**src/rtl/tfc_pkg.sv**
```systemverilog
// Shared definitions for the timed fragmenting channel.
package tfc_pkg;
    // Number of wire pieces needed for one message.
    function automatic int frag_count(input int msg_w, input int frag_w);
        return (msg_w + frag_w - 1) / frag_w;
    endfunction

    // Per-slot marker travelling beside piece data.
    typedef struct packed {
        logic vld;   // slot carries a piece
        logic eom;   // piece closes its message
    } tag_t;
endpackage

```
**src/rtl/tfc_splitter.sv**
```systemverilog
// Accepts whole messages from the sender or the debug port and emits one
// piece per cycle, lowest piece first. Assumes MSG_W is a multiple of FRAG_W.
// Arbitration happens only at a message boundary; debug wins ties.
module tfc_splitter
    import tfc_pkg::*;
#(
    parameter int MSG_W  = 32,
    parameter int FRAG_W = 8
) (
    input  logic              clk,
    input  logic              rst_n,
    input  logic              tx_valid,
    input  logic [MSG_W-1:0]  tx_msg,
    input  logic              inj_valid,
    input  logic [MSG_W-1:0]  inj_msg,
    input  logic              room_ok,
    output logic              tx_ready,
    output logic              inj_ready,
    output logic              accept,
    output tag_t              frag_tag,
    output logic [FRAG_W-1:0] frag_data
);
    localparam int NFRAG = frag_count(MSG_W, FRAG_W);
    localparam int IW    = (NFRAG > 1) ? $clog2(NFRAG) : 1;
    localparam int PW    = NFRAG * FRAG_W;

    logic [PW-1:0]    hold_q;
    logic [IW-1:0]    idx_q;
    logic             busy_q;
    logic             last;
    logic             boundary;
    logic [MSG_W-1:0] sel_msg;

    // Boundary detection and tie-breaking between the two sources.
    always_comb begin
        last      = busy_q && (idx_q == IW'(NFRAG - 1));
        boundary  = !busy_q || last;
        inj_ready = boundary && room_ok;
        tx_ready  = boundary && room_ok && !inj_valid;
        accept    = (inj_valid && inj_ready) || (tx_valid && tx_ready);
        sel_msg   = inj_valid ? inj_msg : tx_msg;
    end

    // Hold the message being cut and step through its pieces.
    always_ff @(posedge clk) begin
        if (!rst_n) begin
            hold_q <= '0;
            idx_q  <= '0;
            busy_q <= 1'b0;
        end else if (accept) begin
            hold_q <= PW'(sel_msg);
            idx_q  <= '0;
            busy_q <= 1'b1;
        end else if (busy_q) begin
            hold_q <= hold_q >> FRAG_W;
            idx_q  <= idx_q + IW'(1);
            if (last) busy_q <= 1'b0;
        end
    end

    // Present the current piece, or a clean idle slot.
    always_comb begin
        frag_tag.vld = busy_q;
        frag_tag.eom = last;
        frag_data    = busy_q ? hold_q[FRAG_W-1:0] : '0;
    end

    // a new message starts at piece zero in the cycle after acceptance.
    p_start_at_zero_r8: assert property (@(posedge clk) disable iff (!rst_n)
        accept |=> (busy_q && idx_q == '0));

    // while not at a boundary, neither source can be accepted.
    p_no_midmsg_accept_r5: assert property (@(posedge clk) disable iff (!rst_n)
        (busy_q && !last) |-> !(tx_ready || inj_ready));
endmodule

```
**src/rtl/tfc_delay.sv**
```systemverilog
// Fixed wire delay: every slot, piece or idle, moves one stage per cycle.
// Assumes LATENCY >= 1.
module tfc_delay
    import tfc_pkg::*;
#(
    parameter int W       = 8,
    parameter int LATENCY = 3
) (
    input  logic         clk,
    input  logic         rst_n,
    input  tag_t         in_tag,
    input  logic [W-1:0] in_data,
    output tag_t         out_tag,
    output logic [W-1:0] out_data
);
    localparam int SW = W + 2;

    logic [SW-1:0] stg_q [LATENCY];

    // Shift every slot one stage toward the far end.
    always_ff @(posedge clk) begin
        if (!rst_n) begin
            for (int i = 0; i < LATENCY; i++) stg_q[i] <= '0;
        end else begin
            stg_q[0] <= {in_tag, in_data};
            for (int i = 1; i < LATENCY; i++) stg_q[i] <= stg_q[i-1];
        end
    end

    // Split the last stage back into marker and data.
    always_comb begin
        out_tag  = tag_t'(stg_q[LATENCY-1][SW-1:W]);
        out_data = stg_q[LATENCY-1][W-1:0];
    end

    // idle slots leave the wire with no marker bits and no data.
    p_idle_clean_r3: assert property (@(posedge clk) disable iff (!rst_n)
        !out_tag.vld |-> (!out_tag.eom && out_data == '0));
endmodule

```
**src/rtl/tfc_fifo.sv**
```systemverilog
// Bounded piece store between the wire and the reassembler. The caller's
// credit scheme guarantees it is never pushed while full.
module tfc_fifo #(
    parameter int W     = 9,
    parameter int DEPTH = 8
) (
    input  logic         clk,
    input  logic         rst_n,
    input  logic         push,
    input  logic [W-1:0] push_data,
    input  logic         pop,
    output logic         empty,
    output logic [W-1:0] head
);
    localparam int AW = (DEPTH > 1) ? $clog2(DEPTH) : 1;
    localparam int CW = $clog2(DEPTH + 1);

    logic [W-1:0]  mem [DEPTH];
    logic [AW-1:0] wr_q, rd_q;
    logic [CW-1:0] cnt_q;

    function automatic logic [AW-1:0] bump(input logic [AW-1:0] p);
        return (p == AW'(DEPTH - 1)) ? '0 : p + AW'(1);
    endfunction

    // Storage write.
    always_ff @(posedge clk) begin
        if (push) mem[wr_q] <= push_data;
    end

    // Pointer and fill-level tracking.
    always_ff @(posedge clk) begin
        if (!rst_n) begin
            wr_q  <= '0;
            rd_q  <= '0;
            cnt_q <= '0;
        end else begin
            if (push) wr_q <= bump(wr_q);
            if (pop)  rd_q <= bump(rd_q);
            cnt_q <= cnt_q + CW'(push) - CW'(pop);
        end
    end

    // Head of queue is visible without a read cycle.
    always_comb begin
        empty = (cnt_q == '0);
        head  = mem[rd_q];
    end

    // the credit scheme must keep the store from overrunning.
    p_no_overflow_r6: assert property (@(posedge clk) disable iff (!rst_n)
        push |-> (cnt_q < CW'(DEPTH) || pop));

    // the reassembler never draws from an empty store.
    p_no_underrun_r7: assert property (@(posedge clk) disable iff (!rst_n)
        pop |-> !empty);
endmodule

```
**src/rtl/tfc_joiner.sv**
```systemverilog
// Rebuilds messages from pieces, lowest first, and holds a finished message
// until the receiver takes it. Stops drawing pieces while holding.
module tfc_joiner
    import tfc_pkg::*;
#(
    parameter int MSG_W  = 32,
    parameter int FRAG_W = 8
) (
    input  logic              clk,
    input  logic              rst_n,
    input  logic              avail,
    input  logic [FRAG_W-1:0] head_data,
    input  logic              head_eom,
    input  logic              rx_ready,
    output logic              pop,
    output logic              rx_valid,
    output logic [MSG_W-1:0]  rx_msg
);
    localparam int NFRAG = frag_count(MSG_W, FRAG_W);
    localparam int PW    = NFRAG * FRAG_W;

    logic [PW-1:0] asm_q;
    logic          done_q;

    // Draw a piece when not blocked by an untaken message.
    always_comb begin
        pop      = avail && (!done_q || rx_ready);
        rx_valid = done_q;
        rx_msg   = asm_q[MSG_W-1:0];
    end

    // Shift pieces in from the top; flag completion on the last piece.
    always_ff @(posedge clk) begin
        if (!rst_n) begin
            asm_q  <= '0;
            done_q <= 1'b0;
        end else begin
            if (pop) asm_q <= (asm_q >> FRAG_W) | (PW'(head_data) << (PW - FRAG_W));
            if (pop && head_eom) done_q <= 1'b1;
            else if (rx_ready)   done_q <= 1'b0;
        end
    end

    // a message is offered only after its closing piece was drawn.
    p_valid_after_eom_r7: assert property (@(posedge clk) disable iff (!rst_n)
        $rose(done_q) |-> $past(pop && head_eom));

    // an untaken message stays put.
    p_hold_until_taken_r7: assert property (@(posedge clk) disable iff (!rst_n)
        (done_q && !rx_ready) |=> (done_q && $stable(asm_q)));
endmodule

```
**src/rtl/tfc_channel.sv**
```systemverilog
// Timed fragmenting channel: splitter -> wire delay -> bounded store ->
// reassembler. One clock edge is one target cycle. A whole message's worth
// of credit is reserved at acceptance, so cutting never stalls mid-message.
module tfc_channel
    import tfc_pkg::*;
#(
    parameter int MSG_W     = 32,
    parameter int FRAG_W    = 8,
    parameter int LATENCY   = 3,
    parameter int BUF_FRAGS = 8
) (
    input  logic              clk,
    input  logic              rst_n,
    input  logic              tx_valid,
    output logic              tx_ready,
    input  logic [MSG_W-1:0]  tx_msg,
    input  logic              inj_valid,
    output logic              inj_ready,
    input  logic [MSG_W-1:0]  inj_msg,
    output logic              rx_valid,
    input  logic              rx_ready,
    output logic [MSG_W-1:0]  rx_msg,
    output logic              mon_frag_vld,
    output logic              mon_frag_eom,
    output logic [FRAG_W-1:0] mon_frag_data
);
    localparam int NFRAG = frag_count(MSG_W, FRAG_W);
    localparam int CW    = $clog2(BUF_FRAGS + NFRAG + 1);

    logic              accept, room_ok, pop, empty;
    tag_t              sp_tag, wire_tag;
    logic [FRAG_W-1:0] sp_data, wire_data;
    logic [FRAG_W:0]   head;
    logic [CW-1:0]     occ_q;

    // Room for a full message under the piece budget.
    always_comb begin
        room_ok = ({1'b0, occ_q} + (CW+1)'(NFRAG)) <= (CW+1)'(BUF_FRAGS);
    end

    // Occupancy: pieces accepted but not yet drawn by the reassembler.
    always_ff @(posedge clk) begin
        if (!rst_n) occ_q <= '0;
        else        occ_q <= occ_q + (accept ? CW'(NFRAG) : '0) - CW'(pop);
    end

    tfc_splitter #(.MSG_W(MSG_W), .FRAG_W(FRAG_W)) u_split (
        .clk(clk), .rst_n(rst_n),
        .tx_valid(tx_valid), .tx_msg(tx_msg),
        .inj_valid(inj_valid), .inj_msg(inj_msg),
        .room_ok(room_ok), .tx_ready(tx_ready), .inj_ready(inj_ready),
        .accept(accept), .frag_tag(sp_tag), .frag_data(sp_data)
    );

    tfc_delay #(.W(FRAG_W), .LATENCY(LATENCY)) u_wire (
        .clk(clk), .rst_n(rst_n),
        .in_tag(sp_tag), .in_data(sp_data),
        .out_tag(wire_tag), .out_data(wire_data)
    );

    tfc_fifo #(.W(FRAG_W + 1), .DEPTH(BUF_FRAGS)) u_store (
        .clk(clk), .rst_n(rst_n),
        .push(wire_tag.vld), .push_data({wire_tag.eom, wire_data}),
        .pop(pop), .empty(empty), .head(head)
    );

    tfc_joiner #(.MSG_W(MSG_W), .FRAG_W(FRAG_W)) u_join (
        .clk(clk), .rst_n(rst_n),
        .avail(!empty), .head_data(head[FRAG_W-1:0]), .head_eom(head[FRAG_W]),
        .rx_ready(rx_ready), .pop(pop), .rx_valid(rx_valid), .rx_msg(rx_msg)
    );

    // Monitor tap on the far end of the wire.
    always_comb begin
        mon_frag_vld  = wire_tag.vld;
        mon_frag_eom  = wire_tag.eom;
        mon_frag_data = wire_data;
    end

    // occupancy never exceeds the configured piece budget.
    p_budget_kept_r6: assert property (@(posedge clk) disable iff (!rst_n)
        occ_q <= CW'(BUF_FRAGS));

    // when the debug port is taken, its lowest piece goes out next.
    p_inj_first_piece_r8: assert property (@(posedge clk) disable iff (!rst_n)
        (inj_valid && inj_ready) |=> (sp_tag.vld && sp_data == $past(inj_msg[FRAG_W-1:0])));
endmodule

```
**config.mk**
```make
export PLATFORM = sky130hd
export DESIGN_NAME = tfc_channel
export DESIGN_NICKNAME = d
export VERILOG_FILES = /design/src/rtl/tfc_pkg.sv /design/src/rtl/tfc_splitter.sv /design/src/rtl/tfc_delay.sv /design/src/rtl/tfc_fifo.sv /design/src/rtl/tfc_joiner.sv /design/src/rtl/tfc_channel.sv
export SDC_FILE = /design/constraint.sdc
export NUM_CORES = 1
export LEC_CHECK = 0
export ABC_CLOCK_PERIOD_IN_PS = 4900
export BUFFER_PORTS_ARGS = -buffer_cell sky130_fd_sc_hd__buf_2
export CAP_MARGIN = 20
export CORE_ASPECT_RATIO = 1.25
export CORE_MARGIN = 10
export CORE_UTILIZATION = 55
export DETAILED_ROUTE_END_ITERATION = 8
export PLACE_DENSITY_LB_ADDON = 0.1
export SETUP_SLACK_MARGIN = 0.5
export SLEW_MARGIN = 40
export SYNTH_ARGS = -nofsm -noshare
export SYNTH_HDL_FRONTEND = slang
export SYNTH_SLANG_ARGS = --single-unit
export TNS_END_PERCENT = 5
```
**constraint.sdc**
```tcl
create_clock -name clk -period 4.9 [get_ports clk]
set_clock_uncertainty 0.05 [all_clocks]
set_input_delay 0.98 -clock clk [delete_from_list [all_inputs] [get_ports clk]]
set_output_delay 0.98 -clock clk [all_outputs]
set_load 0.02 [all_outputs]
```
==> impl_results.md, run 1 <==
- Worst-margin pin slew: 736 ps
- Worst Path Arrival: 3400 ps
- Placer's final routability congestion estimate: 0.760
- Share of the yosys chip area belonging to registers: 0.589
- Mapped Nets: 682
- Worst Hold Margin: 381 ps
- First-pass GRT wire length: 24.1 mm
- Async SR Flop Fraction: 0
- Reg clk slew, reported paths: 60 ps
- Number of max-capacitance violations reported: 0
- Overall routing resource usage: 0.161
- Setup fix buffers added after clock tree synthesis: 0
- Max Transition Viols Final: 0
- Total standard cell area after synthesis: 0.00757 mm^2
- Mapped Cells: 598
- Pwr per Cell Area: 520 mW/mm^2
- Rel. slew slack: 0.509
- Wire length per cell: 17.2 um
- Maximum number of pins on one net before global-route repair: 65
- Number of top-level design ports: 114
- Power share of the sequential group: 0.442
- Dominant delay contributor by cell family on the critical path: adder cells
- Final Worst Setup Slack: 1770 ps
- DPL Wire Length: 10.4 mm
- Lkg Pwr: 3.70 nW
- Final setup violation count: 0
- Core region area: 0.0133 mm^2
- Hold/Removal Path Class: reg -> reg
- Worst-path maximum fanout: 29
- Top cell type by total area after synthesis: sky130_fd_sc_hd__dfxtp_1
- Cells on worst reg2reg path: 12
- Critical path's slowest cell: sky130_fd_sc_hd__or2_2
- Instance count along the most critical hold path: 1
- Vias post-DR: 4583
- Total placed instance area: 0.00819 mm^2
- CTS-repair resized insts: 0
- Sink count of the clock tree: 187
- Unique cell type count in the Yosys netlist: 37
- Fin util: 0.655
- Clock latency at the later pin of the worst-skew pair: 430 ps
- Top post-synthesis cells by area: sky130_fd_sc_hd__dfxtp_1 30%, sky130_fd_sc_hd__edfxtp_1 29%, sky130_fd_sc_hd__mux2i_1 6.9%, sky130_fd_sc_hd__mux4_2 5.1%, sky130_fd_sc_hd__nand2_1 4.0%
- Post-CTS Hold Buffers: 0
- Total iterations of the first detailed-routing run: 4
- Post-synthesis register bit count: 187
- Area share of the leading cell type in the synthesized netlist: 0.304
- NumNets Final: 773
- Aggregate routed wire length: 15.0 mm
- Non-Filler Instances: 873
- Share of post-route cells with drive strength above 1: 0.286
- Initial DRC count: 219
- Final critical path time including I/O delays and setup: 3130 ps
- Fraction of power consumed by the clock network: 0.277
- Max Clock Freq: 320 MHz
- Start point of the worst min-delay path: u_wire.stg_q[0][9]
- Ant. Diodes: 0
- Worst-case register-to-register setup slack: 1870 ps
- CTS tree: done
- Number of synthesized flops with an enable pin: 72
- Area of all placed cells without fillers: 0.00874 mm^2
- Pre-CTS WS: 1310 ps
- Data required time of the worst path: 5170 ps
- Vertical die dimension: 151 um
- Switching power summed over all nets: 1.43 mW
- Total design power: 4.55 mW
- Result of the run: completed
- Endpoint of the most critical register-to-register path: u_store.cnt_q[2]
- Synth Flop Type: sky130_fd_sc_hd__dfxtp_1
- Portion of total power attributed to combinational logic: 0.281
- DRC violations left: 0
- Proportion of total power due to net switching: 0.314
- Root Buffer Master: sky130_fd_sc_hd__clkbuf_16
- Total Die Area: 0.0189 mm^2
- Maximum level of the CTS H-tree: 4
- Peak ir drop on the vdd network: 0.000311 V
- Via count normalized by instance count: 5.25
- Sum of negative setup slack: 0 ps
- Type of element launching the critical path: input pin
- Start point of the critical path: rx_ready
- Grt total ovfl: 0
- Crit Path Category: in -> reg
- Critical path capture point type: flop
- Mean instance size in the synthesized netlist: 12.7 um^2
- Yosys warning count: 0
- Internal Dissipation: 3.12 mW
- Total CTS buffers: 17
- Vias in the first global route: 4848
- Placed Instances: 841
- Die width: 125 um
- Setup repair after global routing missed its margin: false
- Number of port buffers: 113
- Destination of the worst hold path: u_wire.stg_q[0][19]
- Largest stage delay, worst path: 480 ps
- Remaining number of nets flagged by the antenna check after routing: 0
- Combined buffer and inverter count along the critical path: 4
- Effective utilization at floorplan: 0.567
- Number of antenna violations at the first check in global routing: 0
- Final worst path period share: 0.638
- Maximum clock path buffer count: 2
- Area growth from synthesis to layout: 15.4%
- Site Rows: 47
- Cells along the critical path: buf_2 -> nor2b_1 -> or2_2 -> clkinv_1 -> ha_1 -> inv_1 -> ha_1 -> inv_1 -> fa_1 -> xnor2_1 -> and2_1
- Hold Vio Cnt, Final: 0
- Critical register-to-register path startpoint: u_store.cnt_q[2]
==> logic make-up (layout without fill, tap and decap cells) <==
logic type	after synthesis	in the layout	share of synthesized area
adders and majority gates	15	15	0.0268
and+or+nand+nor	161	161	0.107
AOI/OAI and AO/OA	76	76	0.0775
buffers and inverters	61	165	0.0390
xor gates and xnor gates	5	5	0.00578
DFF	187	187	0.589
muxes	93	93	0.155
==> power by group through the flow <==
stage | combinational (mW) | clock (mW) | sequential (mW)
floorplan | 0.938 | 0 | 2.08
global placement | 1.24 | 0 | 2.04
detailed placement | 1.29 | 0 | 2.05
CTS | 1.30 | 1.29 | 2.01
global route | 1.43 | 1.35 | 2.04
finish | 1.28 | 1.26 | 2.01
==> cell usage after synthesis, drive strengths merged (2+ instances only) <==
cell type / number
nor3: 3
and2: 36
o21a: 3
xor2: 2
o21ai: 9
mux2: 24
a21oi: 9
inv: 13
nor2: 8
o211a: 24
xnor2: 3
ha: 13
nor4: 2
mux4: 17
a21boi: 27
and3: 10
dfxtp: 115
clkbuf: 18
nand2b: 11
edfxtp: 72
buf: 29
mux2i: 52
a211oi: 2
nor3b: 2
nor2b: 7
fa: 2
nand2: 80
==> per-layer routing <==
layer	track usage	vias to the layer above	wire length, um
met5	0	-	0
met4	0.0704	0	385
met3	0.0598	27	808
met2	0.280	117	7750
met1	0.173	2155	6100
li1	-	2284	-
==> registers in the layout, summed over array words and instances (netlist names), named ones only <==
signal	count
u_split.idx_q	2
u_store.wr_q	3
u_split.hold_q	32
u_store.rd_q	3
occ_q	4
u_split.busy_q	1
u_wire.stg_q	30
u_join.rx_valid	1
u_store.cnt_q	4
u_store.mem	72
u_join.rx_msg	32
==> final cells by class <==
| cell class | instances | area (um^2) |
|---|---|---|
| fillers | 1006 | 4610 |
| multi-input cells | 350 | 2850 |
| flip-flops and latches | 187 | 4470 |
| inverters | 14 | 52.6 |
| clock buffers | 21 | 450 |
| repair buffers | 119 | 613 |
| well taps | 171 | 214 |
| clock inverters | 11 | 93.8 |
==> placed cells by master (no fill, tap or decap), drive strengths merged, types with 4 or more instances in the layout <==
| cell type | instances |
|---|---|
| buf | 119 |
| dfxtp | 115 |
| nand2 | 80 |
| edfxtp | 72 |
| mux2i | 52 |
| and2 | 36 |
| a21boi | 27 |
| mux2 | 24 |
| o211a | 24 |
| clkbuf | 21 |
| mux4 | 17 |
| inv | 15 |
| ha | 13 |
| nand2b | 11 |
| and3 | 10 |
| o21ai | 9 |
| a21oi | 9 |
| nor2 | 8 |
| nor2b | 7 |
| clkinv | 5 |
| clkinvlp | 4 |
==> worst max-delay path by stage <==
stage	slack (ps)	to	cells past startpoint
finish	1770	u_store.cnt_q[2]	11
global route	1550	u_store.cnt_q[2]	11
CTS	1770	u_store.cnt_q[2]	11
detailed placement	1310	u_store.cnt_q[2]	11
global placement	1420	u_store.cnt_q[2]	11
floorplan	1760	tx_ready	3
(Power assumes the default switching activity.)
==> inputs of run 2 (changes only) <==
Settings changed: ABC_AREA set to 1, ABC_CLOCK_PERIOD_IN_PS 4900 to 3000.
Clock period 4.9 ns to 3 ns, I/O delays scaled along.
==> run 2 against run 1 <==
  * Critical path depth decreased by 4
  * Utilization decreased by 0.54 points
  * Sequential power increased by 64%
  * Global-route usage increased by 2.1 points
  * Sequential share of layout area decreased by 3.0 points
  * Worst setup slack got worse by 1200 ps
  * Area after synthesis increased by 4.7%
  * First-iteration DRC count increased by 70%
  * Critical endpoint is now tx_ready
  * Largest power group unchanged
==> impl_results.md, run 2 <==
- Crit Path Category: reg -> out
- Number of antenna violations at the first check in global routing: 0
- Area share of the leading cell type in the synthesized netlist: 0.290
- Compound-Gate Fraction of Synth Area: 0.0678
- Initial DRC count: 372
- Cell with the most instances after synthesis: sky130_fd_sc_hd__nand2_1
- Final critical path time including I/O delays and setup: 2460 ps
- Effective utilization at floorplan: 0.555
- Endpoint of the most critical register-to-register path: occ_q[3]
- Maximum clock path buffer count: 2
- Peak ir drop on the vdd network: 0.000714 V
- Aggregate routed wire length: 17.7 mm
- Async SR Flop Fraction: 0
- Fraction of power consumed by the clock network: 0.262
- Most common library cell in the layout ignoring fill and taps: sky130_fd_sc_hd__nand2_1
- XOR/XNOR share of the synthesized area: 0.00331
- Number of synthesized flops with an enable pin: 72
- Synth Flop Type: sky130_fd_sc_hd__dfxtp_1
- Dominant combinational cell family by area after synthesis: simple AND/OR/NAND/NOR gates
- Top post-synthesis cells by area: sky130_fd_sc_hd__dfxtp_1 29%, sky130_fd_sc_hd__edfxtp_1 27%, sky130_fd_sc_hd__nand2_1 12%, sky130_fd_sc_hd__nor2_1 8.5%, sky130_fd_sc_hd__inv_1 5.5%
- Type of element launching the critical path: flop
- Max Transition Viols Final: 0
- Core region area: 0.0143 mm^2
- Area growth from synthesis to layout: 17.0%
- Switching power summed over all nets: 3.23 mW
- Overall routing resource usage: 0.182
- Vertical die dimension: 154 um
- Portion of total power attributed to combinational logic: 0.355
- NumNets Final: 1158
- Total design power: 8.63 mW
- Rel. slew slack: 0.488
- Hold Vio Cnt, Final: 0
- Critical path capture point type: primary output
- Dominant delay contributor by cell family on the critical path: buffers and inverters
- DPL Wire Length: 12.0 mm
- Remaining number of nets flagged by the antenna check after routing: 0
- Worst Path Arrival: 1810 ps
- CTS tree: done
- Total standard cell area after synthesis: 0.00793 mm^2
- Sum of negative setup slack: 0 ps
- Simple-gate share of the synthesized area: 0.246
- Critical register-to-register path startpoint: u_split.idx_q[0]
- Result of the run: completed
- Post-synthesis register bit count: 187
- Start point of the critical path: u_split.idx_q[0]
- Share of post-route cells with drive strength above 1: 0.167
- First-pass GRT wire length: 29.0 mm
- Root Buffer Master: sky130_fd_sc_hd__clkbuf_16
- Number of flip-flops under the largest register name: 72
- Setup repair after global routing missed its margin: true
- Critical Path Sink: tx_ready
- Top cell type by total area after synthesis: sky130_fd_sc_hd__dfxtp_1
- Cells along the critical path: ha_1 -> inv_1 -> a21oi_4 -> buf_6 -> nand2_1 -> nor2_1 -> buf_2
- Vias post-DR: 6156
- Vias in the first global route: 6036
- Share of the yosys chip area belonging to registers: 0.563
- Ant. Diodes: 0
- Max Clock Freq: 406 MHz
- Worst-margin pin slew: 764 ps
- Worst-path maximum fanout: 13
- Start point of the worst min-delay path: u_wire.stg_q[0][5]
- Largest stage delay, worst path: 360 ps
- Mean instance size in the synthesized netlist: 8.18 um^2
- Data required time of the worst path: 2350 ps
- Internal Dissipation: 5.41 mW
- Total CTS buffers: 17
- Via count normalized by instance count: 4.87
- Clock latency at the later pin of the worst-skew pair: 420 ps
- Unique cell type count in the Yosys netlist: 31
- Final worst path period share: 0.821
- Lkg Pwr: 4.56 nW
- Site Rows: 49
- Worst-case register-to-register setup slack: 700 ps
- Commonest cells post-synth: 256 x sky130_fd_sc_hd__nand2_1, 180 x sky130_fd_sc_hd__nor2_1, 117 x sky130_fd_sc_hd__inv_1
- Proportion of total power due to net switching: 0.374
- Number of max-capacitance violations reported: 0
- Reg clk slew, reported paths: 70 ps
- Post-CTS Hold Buffers: 0
- Wire length per cell: 14.0 um
- Cells on worst reg2reg path: 10
- Sink count of the clock tree: 187
- Share of synthesized area spent on multiplexers: 0.00126
- Maximum level of the CTS H-tree: 4
- Stages on worst setup path: 7
- Total iterations of the first detailed-routing run: 4
- Register name with the most flops: u_store.mem
- Number of top-level design ports: 114
- Number of port buffers: 113
- Critical path's slowest cell: sky130_fd_sc_hd__dfxtp_1
- Final setup violation count: 0
- Adder-cell share of the synthesized area: 0.0256
- Combined buffer and inverter count along the critical path: 3
- Pwr per Cell Area: 931 mW/mm^2
- Mapped Cells: 970
- Power share of the sequential group: 0.383
- Maximum number of pins on one net before global-route repair: 54
- Yosys warning count: 0
- Hold/Removal Path Class: reg -> reg
- Die width: 127 um
- Leading cell types in the layout, fill and taps excluded: 256 x sky130_fd_sc_hd__nand2_1, 179 x sky130_fd_sc_hd__nor2_1, 116 x sky130_fd_sc_hd__inv_1, 115 x sky130_fd_sc_hd__dfxtp_1, 114 x sky130_fd_sc_hd__buf_2
- DRC violations left: 0
- Mapped Nets: 1054
- Total Die Area: 0.0197 mm^2
- Placer's final routability congestion estimate: 0.782
- Grt total ovfl: 0
[run 2: worst min path at each step]
stage	end	slack (ps)	depth (start not counted)
after global routing	u_wire.stg_q[0][15]	370	2
after floorplan	u_wire.stg_q[0][10]	340	2
final	u_wire.stg_q[0][15]	360	2
after global placement	u_wire.stg_q[0][12]	340	2
after CTS	u_wire.stg_q[0][15]	370	2
after detailed placement	u_wire.stg_q[0][15]	350	2
[run 2: cell type report]
class	count	area, um^2
multi-input combinational	604	2740
sequential	187	4460
fill	1282	5010
tap	178	223
clock buffer	19	454
timing repair buffer	142	785
clock inverter	13	150
inverter	122	462
[run 2: through the flow]
stage                     worst slack (ps)  hold slack (ps)   util  instances  instance area [um^2]
after floorplan                        520              340      -        970                  7930
after global placement                 439              342  0.603       1227                  8610
after detailed placement               406              349  0.603       1227                  8620
after CTS                              536              366  0.647       1260                  9240
after global routing                   435              374  0.649       1265                  9280
final                                  538              360  0.649       1265                  9280
[run 2: kinds of logic (layout without fill, tap and decap cells)]
group	count (synthesis)	after routing
AOI/OAI and AO/OA	96	96
xor gates and xnor gates	3	3
adders and majority gates	15	15
buffers and inverters	179	296
DFF	187	187
muxes	1	1
and+or+nand+nor	489	489
[run 2: worst reg2reg max path: stages, from the launching register on]
cell,delay (ps)
sky130_fd_sc_hd__dfxtp_1,360
sky130_fd_sc_hd__ha_1,160
sky130_fd_sc_hd__inv_1,100
sky130_fd_sc_hd__a21oi_4,230
sky130_fd_sc_hd__nand3_4,160
sky130_fd_sc_hd__ha_1,310
sky130_fd_sc_hd__inv_1,50
sky130_fd_sc_hd__fa_1,400
sky130_fd_sc_hd__xnor2_1,190
sky130_fd_sc_hd__o21ai_0,100
sky130_fd_sc_hd__a21oi_1,110
[run 2: power by group through the flow]
stage               Clock, mW  Combinational [mW]  Sequential (mW)
finish                   2.26                3.07             3.30
global route             2.41                3.49             3.36
CTS                      2.30                3.06             3.31
detailed placement          0                3.01             3.36
global placement            0                2.95             3.35
floorplan                   0                1.92             3.59
[run 2: per-layer routing]
layer | vias to the layer above | track usage | wire [um]
met1 | 2734 | 0.202 | 7520
met3 | 26 | 0.0465 | 901
met5 | - | 0 | 0
li1 | 3243 | - | -
met4 | 0 | 0.0652 | 368
met2 | 153 | 0.326 | 8950
[run 2: timing repair]
item | CTS | global route
gates cloned | 1 | 0
resized for setup | 2 | 1
endpoints found under the setup margin | 2 | 4
buffers inserted | 0 | 5
pin swaps | 0 | 1
==> inputs of run 3 (changes only) <==
Settings changed: ABC_CLOCK_PERIOD_IN_PS 3000 to 2300.
Clock period 3 ns to 2.3 ns, I/O delays scaled along.
==> run 3 against run 2 <==
  * Sequential power up 32%
  * Register-to-register slack worse by 510 ps
  * Critical path depth increased by 1
  * Count of clock-buffer cells in the layout is the same
  * Hold slack got worse by 75 ps
  * Flip-flop and latch count unchanged
  * Wire length up 1.2%
  * Largest cell class unchanged
==> impl_results.md, run 3 (same netlist as run 2, synthesis figures left out) <==
- Result of the run: completed
- Core region area: 0.0143 mm^2
- Number of port buffers: 113
- Effective utilization at floorplan: 0.555
- Root Buffer Master: sky130_fd_sc_hd__clkbuf_16
- Vias in the first global route: 5994
- First-pass GRT wire length: 28.8 mm
- Number of max-capacitance violations reported: 0
- Share of post-route cells with drive strength above 1: 0.177
- Total CTS buffers: 17
- Type of element launching the critical path: flop
- Final critical path time including I/O delays and setup: 2130 ps
- Maximum level of the CTS H-tree: 4
- Worst Path Arrival: 1620 ps
- Total placed instance area: 0.00870 mm^2
- Global routing met1 resource utilization: 0.194
- Maximum clock path buffer count: 2
- Lkg Pwr: 4.60 nW
- Most common library cell in the layout ignoring fill and taps: sky130_fd_sc_hd__nand2_1
- Area of all placed cells without fillers: 0.00940 mm^2
- Fraction of power consumed by the clock network: 0.248
- Peak ir drop on the vdd network: 0.000896 V
- Number of flip-flops under the largest register name: 72
- Vertical die dimension: 154 um
- Switching power summed over all nets: 4.35 mW
- Sum of negative setup slack: 0 ps
- Total Die Area: 0.0197 mm^2
- Cells along the critical path: ha_4 -> inv_4 -> a21oi_4 -> buf_4 -> buf_12 -> nand2_2 -> nor2_2 -> buf_6
- Count of filler cells inserted in the layout: 1248
- Critical path's slowest cell: sky130_fd_sc_hd__dfxtp_2
- DPL Wire Length: 12.0 mm
- Busiest layer in global routing: met2
- Maximum number of pins on one net before global-route repair: 51
- Hold/Removal Path Class: in -> reg
- Register name with the most flops: u_store.mem
- Worst-margin pin slew: 577 ps
- Number of top-level design ports: 114
- Reg clk slew, reported paths: 70 ps
- Leading cell types in the layout, fill and taps excluded: 253 x sky130_fd_sc_hd__nand2_1, 179 x sky130_fd_sc_hd__nor2_1, 115 x sky130_fd_sc_hd__inv_1, 113 x sky130_fd_sc_hd__dfxtp_1, 112 x sky130_fd_sc_hd__buf_2
- Final setup violation count: 0
- Crit Path Category: reg -> out
- Fin util: 0.658
- Hold Vio Cnt, Final: 0
- Clock latency at the later pin of the worst-skew pair: 430 ps
- Largest stage delay, worst path: 360 ps
- Max Clock Freq: 470 MHz
- Sink count of the clock tree: 187
- Initial DRC count: 329
- Vias post-DR: 6269
- Data required time of the worst path: 1790 ps
- Proportion of total power due to net switching: 0.380
- Final worst path period share: 0.925
- Site Rows: 49
- Worst-path maximum fanout: 3
- Rel. slew slack: 0.613
- Die width: 127 um
- Number of antenna violations at the first check in global routing: 0
- DRC violations left: 0
- Post-CTS Hold Buffers: 0
- Placer's final routability congestion estimate: 0.802
- Power share of the sequential group: 0.379
- Overall routing resource usage: 0.182
- Met2 Track Usage GR: 0.329
- Critical path capture point type: primary output
- Internal Dissipation: 7.10 mW
- Via count normalized by instance count: 4.96
- Pwr per Cell Area: 1220 mW/mm^2
- NumNets Final: 1158
- Setup repair after global routing missed its margin: true
- Wire length per cell: 14.2 um
- Remaining number of nets flagged by the antenna check after routing: 0
- Met3 demand-to-capacity share in global routing: 0.0513
- Area growth from synthesis to layout: 18.5%
- Ant. Diodes: 0
- Grt total ovfl: 0
- Total design power: 11.4 mW
- Max Transition Viols Final: 0
- Total iterations of the first detailed-routing run: 4
- CTS tree: done
- Portion of total power attributed to combinational logic: 0.373
- Worst Hold Margin: 285 ps
- Aggregate routed wire length: 18.0 mm
run 3: cell count changes in the layout (fill, tap and decap cells not counted), moves of 3 or more:
cell,delta
sky130_fd_sc_hd__buf_12,+5
sky130_fd_sc_hd__buf_4,-5
sky130_fd_sc_hd__clkinv_4,+3
sky130_fd_sc_hd__inv_6,-4
sky130_fd_sc_hd__nand2_1,-3
sky130_fd_sc_hd__nand2_2,+3
run 3: final cells by class:
| type | instances | area [um^2] | area share |
|---|---|---|---|
| inverters | 122 | 462 | 0.0491 |
| well taps | 178 | 223 | 0.0237 |
| multi-input cells | 604 | 2790 | 0.297 |
| repair buffers | 142 | 881 | 0.0937 |
| clock buffers | 19 | 443 | 0.0471 |
| flip-flops and latches | 187 | 4470 | 0.475 |
| clock inverters | 13 | 133 | 0.0141 |
run 3: worst paths after layout:
check,cells after the start,from,slack (ps),endpoint
max reg2reg,11,u_split.idx_q[0],190,occ_q[3]
min,4,rx_ready,290,u_join.rx_valid
max,8,u_split.idx_q[0],170,tx_ready
min reg2reg,2,u_wire.stg_q[0][19],360,u_wire.stg_q[0][29]
run 3: layer usage:
metal,wire [um],share of wire
met1,7260,0.40
met2,9230,0.51
met3,1110,0.062
met4,367,0.020
met5,0,0
run 3: what timing repair did:
| action | 4_1_cts | 5_1_grt |
|---|---|---|
| gates resized for setup | 10 | 3 |
| buffers inserted | 4 | 1 |
| gates cloned | 1 | 0 |
| endpoints found under the setup margin | 7 | 46 |
| pin swaps | 3 | 4 |
run 3: critical path: cells and delay by family, from the launching register on:
kind / cells / cell delay [ps]
buffers and inverters: 4 / 390
AO/OA/AOI/OAI: 1 / 150
adder cells (fa/ha/maj): 1 / 150
AND/OR/NAND/NOR: 2 / 140
flip-flops: 1 / 360
run 3: through the flow:
| step | setup WS [ps] | std cells |
|---|---|---|
| after floorplan | 150 | 970 |
| after global placement | 250 | 1227 |
| after detailed placement | 238 | 1227 |
| after CTS | 242 | 1264 |
| after global routing | 94.7 | 1265 |
| final | 172 | 1265 |
run 3: power by group through the flow:
stage | registers (mW) | clock network (mW) | logic, mW
2_1_floorplan | 4.69 | 0 | 2.61
3_3_place_gp | 4.38 | 0 | 3.96
3_5_place_dp | 4.40 | 0 | 4.04
4_1_cts | 4.34 | 2.87 | 4.27
5_1_grt | 4.41 | 3.00 | 4.77
6_report | 4.34 | 2.84 | 4.27
